## src/rtl/regbank_pkg.sv

```systemverilog
package regbank_pkg;
  localparam int unsigned WORD_W       = 32;
  localparam int unsigned STRB_W       = WORD_W / 8;
  localparam int unsigned PARAM_W      = 2 * WORD_W;
  localparam int unsigned NUM_PARAMS   = 2;
  // Word index of the first parameter's low half, and word spacing per parameter.
  localparam int unsigned FIRST_WORD   = 4;
  localparam int unsigned STRIDE_WORDS = 3;
  localparam logic [1:0]  RESP_OKAY    = 2'b00;
endpackage

```

## src/rtl/regbank_decode.sv

```systemverilog
module regbank_decode
  import regbank_pkg::*;
#(
  parameter int unsigned ADDR_W     = 6,
  parameter bit          VALID_MODE = 1'b1
)(
  input  logic [ADDR_W-1:0]     addr,
  output logic [NUM_PARAMS-1:0] sel_lo,
  output logic [NUM_PARAMS-1:0] sel_hi,
  output logic [NUM_PARAMS-1:0] sel_ctl
);
  logic [ADDR_W-1:0] word_idx;
  assign word_idx = addr >> 2;

  for (genvar i = 0; i < NUM_PARAMS; i++) begin : g_slot
    localparam int unsigned LO_IDX = FIRST_WORD + STRIDE_WORDS * i;
    assign sel_lo[i] = (word_idx == ADDR_W'(LO_IDX));
    assign sel_hi[i] = (word_idx == ADDR_W'(LO_IDX + 1));
    if (VALID_MODE) begin : g_ctl
      assign sel_ctl[i] = (word_idx == ADDR_W'(LO_IDX + 2));
    end else begin : g_no_ctl
      assign sel_ctl[i] = 1'b0;
    end
  end
endmodule

```

## src/rtl/regbank_entry.sv

```systemverilog
module regbank_entry
  import regbank_pkg::*;
#(
  parameter bit VALID_MODE = 1'b1
)(
  input  logic               clk,
  input  logic               rst,
  input  logic               we_lo,
  input  logic               we_hi,
  input  logic               we_ctl,
  input  logic [WORD_W-1:0]  wr_data,
  input  logic [STRB_W-1:0]  wr_strb,
  output logic [PARAM_W-1:0] value,
  output logic               vld,
  output logic [WORD_W-1:0]  ctl_word
);
  logic [WORD_W-1:0] lo_q, hi_q;
  logic              flag;

  always_ff @(posedge clk) begin
    if (rst) begin
      lo_q <= '0;
      hi_q <= '0;
    end else begin
      for (int b = 0; b < STRB_W; b++) begin
        if (we_lo && wr_strb[b]) lo_q[8*b +: 8] <= wr_data[8*b +: 8];
        if (we_hi && wr_strb[b]) hi_q[8*b +: 8] <= wr_data[8*b +: 8];
      end
    end
  end

  if (VALID_MODE) begin : g_flag
    logic flag_q;
    // Self-clearing: high only in the cycle after a qualifying write.
    always_ff @(posedge clk) begin
      if (rst) flag_q <= 1'b0;
      else     flag_q <= we_ctl & wr_strb[0] & wr_data[0];
    end
    assign flag = flag_q;
  end else begin : g_no_flag
    logic unused_ctl;
    assign unused_ctl = we_ctl;
    assign flag       = 1'b0;
  end

  assign value    = {hi_q, lo_q};
  assign vld      = flag;
  assign ctl_word = {{(WORD_W-1){1'b0}}, flag};
endmodule

```

## src/rtl/regbank_wr_chan.sv

```systemverilog
module regbank_wr_chan
  import regbank_pkg::*;
#(
  parameter int unsigned ADDR_W = 6
)(
  input  logic              clk,
  input  logic              rst,
  input  logic [ADDR_W-1:0] awaddr,
  input  logic              awvalid,
  output logic              awready,
  input  logic [WORD_W-1:0] wdata,
  input  logic [STRB_W-1:0] wstrb,
  input  logic              wvalid,
  output logic              wready,
  output logic [1:0]        bresp,
  output logic              bvalid,
  input  logic              bready,
  output logic              wr_en,
  output logic [ADDR_W-1:0] wr_addr,
  output logic [WORD_W-1:0] wr_data,
  output logic [STRB_W-1:0] wr_strb
);
  logic aw_full_q, w_full_q, bvalid_q, awready_q, wready_q;
  logic aw_full_n, w_full_n, bvalid_n;
  logic aw_hs, w_hs;
  logic [ADDR_W-1:0] addr_q;
  logic [WORD_W-1:0] data_q;
  logic [STRB_W-1:0] strb_q;

  assign aw_hs = awvalid & awready_q;
  assign w_hs  = wvalid & wready_q;
  assign wr_en = aw_full_q & w_full_q & ~bvalid_q;

  always_comb begin
    aw_full_n = aw_full_q;
    w_full_n  = w_full_q;
    bvalid_n  = bvalid_q;
    if (bvalid_q && bready) bvalid_n = 1'b0;
    if (wr_en) begin
      aw_full_n = 1'b0;
      w_full_n  = 1'b0;
      bvalid_n  = 1'b1;
    end
    if (aw_hs) aw_full_n = 1'b1;
    if (w_hs)  w_full_n  = 1'b1;
  end

  always_ff @(posedge clk) begin
    if (rst) begin
      aw_full_q <= 1'b0;
      w_full_q  <= 1'b0;
      bvalid_q  <= 1'b0;
      awready_q <= 1'b0;
      wready_q  <= 1'b0;
      addr_q    <= '0;
      data_q    <= '0;
      strb_q    <= '0;
    end else begin
      aw_full_q <= aw_full_n;
      w_full_q  <= w_full_n;
      bvalid_q  <= bvalid_n;
      awready_q <= ~aw_full_n & ~bvalid_n;
      wready_q  <= ~w_full_n & ~bvalid_n;
      if (aw_hs) addr_q <= awaddr;
      if (w_hs) begin
        data_q <= wdata;
        strb_q <= wstrb;
      end
    end
  end

  assign awready = awready_q;
  assign wready  = wready_q;
  assign bvalid  = bvalid_q;
  assign bresp   = RESP_OKAY;
  assign wr_addr = addr_q;
  assign wr_data = data_q;
  assign wr_strb = strb_q;
endmodule

```

## src/rtl/regbank_rd_chan.sv

```systemverilog
module regbank_rd_chan
  import regbank_pkg::*;
(
  input  logic              clk,
  input  logic              rst,
  input  logic              arvalid,
  output logic              arready,
  output logic [WORD_W-1:0] rdata,
  output logic [1:0]        rresp,
  output logic              rvalid,
  input  logic              rready,
  input  logic [WORD_W-1:0] rd_word
);
  logic arready_q, rvalid_q, rvalid_n, ar_hs;
  logic [WORD_W-1:0] rdata_q;

  assign ar_hs = arvalid & arready_q;

  always_comb begin
    rvalid_n = rvalid_q;
    if (rvalid_q && rready) rvalid_n = 1'b0;
    if (ar_hs)              rvalid_n = 1'b1;
  end

  always_ff @(posedge clk) begin
    if (rst) begin
      arready_q <= 1'b0;
      rvalid_q  <= 1'b0;
      rdata_q   <= '0;
    end else begin
      rvalid_q  <= rvalid_n;
      arready_q <= ~rvalid_n;
      if (ar_hs) rdata_q <= rd_word;
    end
  end

  assign arready = arready_q;
  assign rvalid  = rvalid_q;
  assign rdata   = rdata_q;
  assign rresp   = RESP_OKAY;
endmodule

```

## src/rtl/dual_param_regbank.sv

```systemverilog
module dual_param_regbank
  import regbank_pkg::*;
#(
  parameter int unsigned ADDR_W     = 6,
  parameter bit          VALID_MODE = 1'b1
)(
  input  logic               clk,
  input  logic               rst,
  input  logic [ADDR_W-1:0]  s_awaddr,
  input  logic               s_awvalid,
  output logic               s_awready,
  input  logic [WORD_W-1:0]  s_wdata,
  input  logic [STRB_W-1:0]  s_wstrb,
  input  logic               s_wvalid,
  output logic               s_wready,
  output logic [1:0]         s_bresp,
  output logic               s_bvalid,
  input  logic               s_bready,
  input  logic [ADDR_W-1:0]  s_araddr,
  input  logic               s_arvalid,
  output logic               s_arready,
  output logic [WORD_W-1:0]  s_rdata,
  output logic [1:0]         s_rresp,
  output logic               s_rvalid,
  input  logic               s_rready,
  output logic [PARAM_W-1:0] param_a_o,
  output logic               param_a_vld_o,
  output logic [PARAM_W-1:0] param_b_o,
  output logic               param_b_vld_o
);
  logic              wr_en;
  logic [ADDR_W-1:0] wr_addr;
  logic [WORD_W-1:0] wr_data;
  logic [STRB_W-1:0] wr_strb;
  logic [NUM_PARAMS-1:0] w_lo, w_hi, w_ctl, r_lo, r_hi, r_ctl;
  logic [PARAM_W-1:0] val [NUM_PARAMS];
  logic [WORD_W-1:0]  ctl [NUM_PARAMS];
  logic [NUM_PARAMS-1:0] vld;
  logic [WORD_W-1:0] rd_word;

  regbank_wr_chan #(.ADDR_W(ADDR_W)) u_wr (
    .clk(clk), .rst(rst),
    .awaddr(s_awaddr), .awvalid(s_awvalid), .awready(s_awready),
    .wdata(s_wdata), .wstrb(s_wstrb), .wvalid(s_wvalid), .wready(s_wready),
    .bresp(s_bresp), .bvalid(s_bvalid), .bready(s_bready),
    .wr_en(wr_en), .wr_addr(wr_addr), .wr_data(wr_data), .wr_strb(wr_strb)
  );

  regbank_decode #(.ADDR_W(ADDR_W), .VALID_MODE(VALID_MODE)) u_wdec (
    .addr(wr_addr), .sel_lo(w_lo), .sel_hi(w_hi), .sel_ctl(w_ctl)
  );

  regbank_decode #(.ADDR_W(ADDR_W), .VALID_MODE(VALID_MODE)) u_rdec (
    .addr(s_araddr), .sel_lo(r_lo), .sel_hi(r_hi), .sel_ctl(r_ctl)
  );

  for (genvar i = 0; i < NUM_PARAMS; i++) begin : g_entry
    regbank_entry #(.VALID_MODE(VALID_MODE)) u_entry (
      .clk(clk), .rst(rst),
      .we_lo(wr_en & w_lo[i]),
      .we_hi(wr_en & w_hi[i]),
      .we_ctl(wr_en & w_ctl[i]),
      .wr_data(wr_data), .wr_strb(wr_strb),
      .value(val[i]), .vld(vld[i]), .ctl_word(ctl[i])
    );
  end

  // Unmatched addresses leave every select low, so they read as zero.
  always_comb begin
    rd_word = '0;
    for (int i = 0; i < NUM_PARAMS; i++) begin
      if (r_lo[i])  rd_word = rd_word | val[i][WORD_W-1:0];
      if (r_hi[i])  rd_word = rd_word | val[i][PARAM_W-1:WORD_W];
      if (r_ctl[i]) rd_word = rd_word | ctl[i];
    end
  end

  regbank_rd_chan u_rd (
    .clk(clk), .rst(rst),
    .arvalid(s_arvalid), .arready(s_arready),
    .rdata(s_rdata), .rresp(s_rresp), .rvalid(s_rvalid), .rready(s_rready),
    .rd_word(rd_word)
  );

  assign param_a_o     = val[0];
  assign param_a_vld_o = vld[0];
  assign param_b_o     = val[1];
  assign param_b_vld_o = vld[1];
endmodule

```

## config.mk

```make
export PLATFORM = sky130hd
export DESIGN_NAME = dual_param_regbank
export DESIGN_NICKNAME = d
export VERILOG_FILES = /design/src/rtl/regbank_pkg.sv /design/src/rtl/regbank_decode.sv /design/src/rtl/regbank_entry.sv /design/src/rtl/regbank_wr_chan.sv /design/src/rtl/regbank_rd_chan.sv /design/src/rtl/dual_param_regbank.sv
export SDC_FILE = /design/constraint.sdc
export NUM_CORES = 1
export LEC_CHECK = 0
export CAP_MARGIN = 20
export CORE_MARGIN = 2
export CORE_UTILIZATION = 45
export CTS_CLUSTER_SIZE = 16
export DETAILED_ROUTE_END_ITERATION = 12
export PLACE_DENSITY_LB_ADDON = 0.3
export SETUP_SLACK_MARGIN = 0.15
export SYNTH_ARGS = -nofsm -noshare
export SYNTH_HDL_FRONTEND = slang
export SYNTH_HIERARCHICAL = 1
export SYNTH_SLANG_ARGS = --single-unit
```

## constraint.sdc

```tcl
create_clock -name clk -period 2.4 [get_ports clk]
set_clock_uncertainty 0.2 [all_clocks]
set_input_delay 0.48 -clock clk [delete_from_list [all_inputs] [get_ports clk]]
set_output_delay 0.48 -clock clk [all_outputs]
set_load 0.02 [all_outputs]
```

After elaboration in Yosys (flattened, before gate mapping) --
Index checks and enable logic that the tools add are counted.
Word-level totals: flip-flop bits (word level) 211, bits in latches 0, RAM bits 0, ROM bits 0, bits of input ports 55, output and inout bits 171, memories 0
Cells by class: add/sub/neg operators 0, multiply operators 0, div/mod/pow operators 0, order comparisons 0, equal/unequal tests 12, shift-type cells 0, mux-type cells 14, bitwise gates (word level) 27, reduce and logical (&&, ||, !) cells 18
Operators with widths (count):
- $mux 32 | 6
- $or 32x32->32 | 3
- $or 32x1->32 | 2
- $eq 4x3->1 const B | 8
- $logic_and 1x1->1 | 18
- $and 1x1->1 | 17
- $eq 4x4->1 const B | 4
- $mux 1 | 8
- $not 1->1 | 5

Depth between registers and ports, before layout --
depth in word-level cells 12, gate-level depth with buffers 6, mapped depth without buffers 5

Hierarchy --
Netlist, hierarchy kept.
Modules (own cells, without submodules):
- regbank_entry | instances 2, cells each 284, area each 2946.6 µm², seq. area each 1301.2 µm²
- regbank_wr_chan | instances 1, cells each 212, area each 2148.3 µm², seq. area each 940.9 µm²
- regbank_rd_chan | instances 1, cells each 155, area each 1562.7 µm², seq. area each 680.7 µm²
- dual_param_regbank | instances 1, cells each 152, area each 1008.5 µm², seq. area each 0.0 µm²
- regbank_decode | instances 2, cells each 6, area each 66.3 µm², seq. area each 0.0 µm²

Worst setup path after synthesis --
No wires, ideal clock.
path kind input-to-reg, start in s_araddr[3], end reg u_rd.rdata_q[20] (netlist: u_rd/rdata[20]), library setup time 0.066 ns, arrival time 1.616 ns, slack 0.517 ns, stages 6, buffers on the path 1, path through nor4b_1 > buf_2 > a22oi_1 > nand3_1 > nand3_1 > a21oi_2
On the way: cells in the longest elaborated chain, start to end 12, elaborated cells on any way between the ends 17
RTL lines:
- from (decl) | RTL line dual_param_regbank.sv:19 | input logic [ADDR_W-1:0] s_araddr,
- $eq 4x3->1 | RTL line regbank_decode.sv:17 | assign sel_lo[i] = (word_idx == ADDR_W'(LO_IDX));
- $mux 32 | RTL line dual_param_regbank.sv:72 | if (r_lo[i]) rd_word = rd_word | val[i][WORD_W-1:0];
- $or 32x32->32 | RTL line dual_param_regbank.sv:73 | if (r_hi[i]) rd_word = rd_word | val[i][PARAM_W-1:WORD_W];
- $mux 32 | RTL line dual_param_regbank.sv:73
- $or 32x1->32 | RTL line dual_param_regbank.sv:74 | if (r_ctl[i]) rd_word = rd_word | ctl[i];
- $mux 32 | RTL line dual_param_regbank.sv:74
- $or 32x32->32 | RTL line dual_param_regbank.sv:72
- $mux 32 | RTL line dual_param_regbank.sv:72
- $or 32x32->32 | RTL line dual_param_regbank.sv:73
- $mux 32 | RTL line dual_param_regbank.sv:73
- $or 32x1->32 | RTL line dual_param_regbank.sv:74
- $mux 32 * | RTL line dual_param_regbank.sv:74
- named net rd_word[20] | RTL line dual_param_regbank.sv:39 | logic [WORD_W-1:0] rd_word;
- to (signal assigned) | RTL line regbank_rd_chan.sv:33 | if (ar_hs) rdata_q <= rd_word;
- to (decl) | RTL line regbank_rd_chan.sv:15 | logic [WORD_W-1:0] rdata_q;
Mark *: on every way through the listed nets, which the timed path passes. The rest lies on a longest branch. A chain may end at the register's enable or synchronous reset.

Worst setup path in the final report --
start reg g_entry[0].u_entry.hi_q[11], end out param_a_o[43]
RTL lines:
- from (decl) | RTL line regbank_entry.sv:17 | logic [WORD_W-1:0] lo_q, hi_q;
- from (signal, indexed assignment) | RTL line regbank_entry.sv:27 | if (we_hi && wr_strb[b]) hi_q[8*b +: 8] <= wr_data[8*b +: 8];
- to (decl) | RTL line dual_param_regbank.sv:26 | output logic [PARAM_W-1:0] param_a_o,
No word-level cell between the ends.

==> out/metrics.yaml <==
gp_congestion: 0.815
num_vias: 8405
worst_ep_arrival_time_ps: 1540
grt_remaining_overflow: 0
synthCells: 1091
multi_input_area_um2: 5650
wirelength_um: 29600
antenna_found_initial: 1
numCtsBuffers: 23
synth.avg_cell_area_um2: 9.78
cts_setup_buffers: 0
cts.hold.buffers_added: 0
die_h_um: 158
clk_latency_ps: 500
drv_slew: 0
hpwl_um: 20400
max-vdd-ir-drop_v: 0.000452
io_pins: 226
finalCriticalPeriod_ps: 2220
design_area_um2: 13500
vias_per_cell: 5.25
die_w_um: 158
worst_pin_slew_ps: 717
cp_top_family: "buffers and inverters"
max-clock-path-buffers: 3
placed_area_um2: 12700
clk_pin_slew_worst_paths_ps: 60
start_util: 0.456
hold_depth: 2
setup_viol: 0
syn2layout_area_growth_pct: 26.5
core_um2: 23400
grt_first_pass_wirelength_um: 45700
drc: 0
clkSinkCount: 209
endpoint: "param_a_o[43]"
cp_slowest_stage_delay_ps: 680
end_kind: "primary output"
ys_warn_count: 6
crit_slowest_cell: "clkdlybuf4s50_1"
hold_viol: 0
crit_buf_inv: 1
fmax_ghz: 0.450
register_area_um2: 4190
path_class: "reg -> out"
min_period_over_period: 0.925
cts-root-buf: "clkbuf_16"
syn-cell-area_um2: 10700
hold_path_class: "in -> reg"
path_cells: "clkdlybuf4s50_1"
cp.depth: 1
ant_nets: 0
rsz0062_at_grt: "false"
rows: 56
powerDensity_nw_per_um2: 558
grt_pass1_vias: 8169
grt_util_all_layers: 0.233
maxSlewHeadroom: 0.522
io_buffer_count: 217
r2r_slack_ps: 350
fin_nets: 1323
finish.utilization: 0.577
maxCapViolations: 0
drt_iter0_drc: 566
dieArea_um2: 24900
crit_fanout: 3
drive_gt1_frac: 0.0998
outcome: "completed"
htreeDepth: 1
leakage_uw: 0.00532
dr.pass1.iters: 5
grt_max_degree: 75
cts_tree: "done"
required_ps: 1720
crit_path_start: "g_entry[0].u_entry/hi_q[11]$_SDFFE_PP0P_"
r2r-end: "g_entry[1].u_entry/lo_q[1]$_SDFFE_PP0P_"
cp-start-kind: "register"
r2r_cells: 4
fill_cells: 2117
wire_per_inst_um: 18.5
worstReg2RegStart: "u_wr/aw_full_q$_SDFF_PP0_"
==> flip-flops by register name, summed over array words and instances, names as in the netlist, 2 cells and up <==
name                  count
u_wr/wr_data             32
g_entry.u_entry/lo_q     64
g_entry.u_entry/hi_q     64
g_entry.u_entry/vld       2
u_wr/wr_addr              4
u_wr/wr_strb              4
u_rd/rdata               32
==> power breakdown <==
| group | leakage (µW) | switching (µW) | internal (µW) |
|---|---|---|---|
| Sequential | 0.00169 | 60.9 | 3520 |
| Clock | 0.000349 | 1380 | 1970 |
| Combinational | 0.00329 | 331 | 266 |
==> through the flow <==
step	std cells	power (µW)	worst slack (ps)	hold slack [ps]	TNS, ps
finish	1602	7530	179	155	0
global placement	1562	4240	-37.9	263	-177
floorplan	1153	4130	517	232	0
CTS	1601	7580	165	142	0
detailed placement	1562	4240	-46.8	255	-305
global route	1601	7800	150	156	0
==> cells in the final DEF (no fill, tap or decap), types with 3 or more instances in the layout <==
cell type,n
dfxtp_1,206
clkdlybuf4s50_1,195
nand2b_1,194
mux2i_1,128
nand3_1,104
a22oi_1,96
a21bo_1,70
conb_1,66
a21oi_2,41
a21oi_1,31
clkbuf_16,23
buf_4,21
dlymetal6s2s_1,18
and2_1,17
buf_12,9
nand2_1,8
clkbuf_8,7
clkbuf_1,6
and4bb_2,6
nand2_2,4
nor2b_1,4
dfxtp_2,3
==> per-layer routing <==
layer,GRT usage,up-vias,wire [µm]
li1,-,4072,-
met1,0.354,4002,14200
met2,0.341,295,12800
met3,0.0391,36,2130
met4,0.0596,0,483
met5,0,-,0
==> how the worst min path moves through the flow <==
| stage | start | end | slack [ps] |
|---|---|---|---|
| CTS | rst | u_wr/wr_data[10]$_SDFFE_PP0P_ | 140 |
| detailed placement | u_wr/w_full_q$_SDFF_PP0_ | u_wr/wready$_SDFF_PP0_ | 250 |
| floorplan | u_wr/w_full_q$_SDFF_PP0_ | u_wr/wready$_SDFF_PP0_ | 230 |
| finish | rst | u_wr/wr_data[10]$_SDFFE_PP0P_ | 160 |
| global placement | u_wr/w_full_q$_SDFF_PP0_ | u_wr/wready$_SDFF_PP0_ | 260 |
| global route | rst | u_wr/wr_data[10]$_SDFFE_PP0P_ | 160 |
==> cell type report <==
| cell class | instances | share of cell area |
|---|---|---|
| antenna | 1 | 0.000185 |
| clock buffer | 36 | 0.0515 |
| clock inverter | 3 | 0.00130 |
| multi-input combinational | 787 | 0.418 |
| sequential | 209 | 0.310 |
| tap | 319 | 0.0296 |
| timing repair buffer | 247 | 0.189 |
==> repair_timing <==
action	4_1_cts	5_1_grt
gates cloned	0	0
resized for setup	2	18
setup endpoints to repair	1	18
Power figures use the tool's default switching activity.
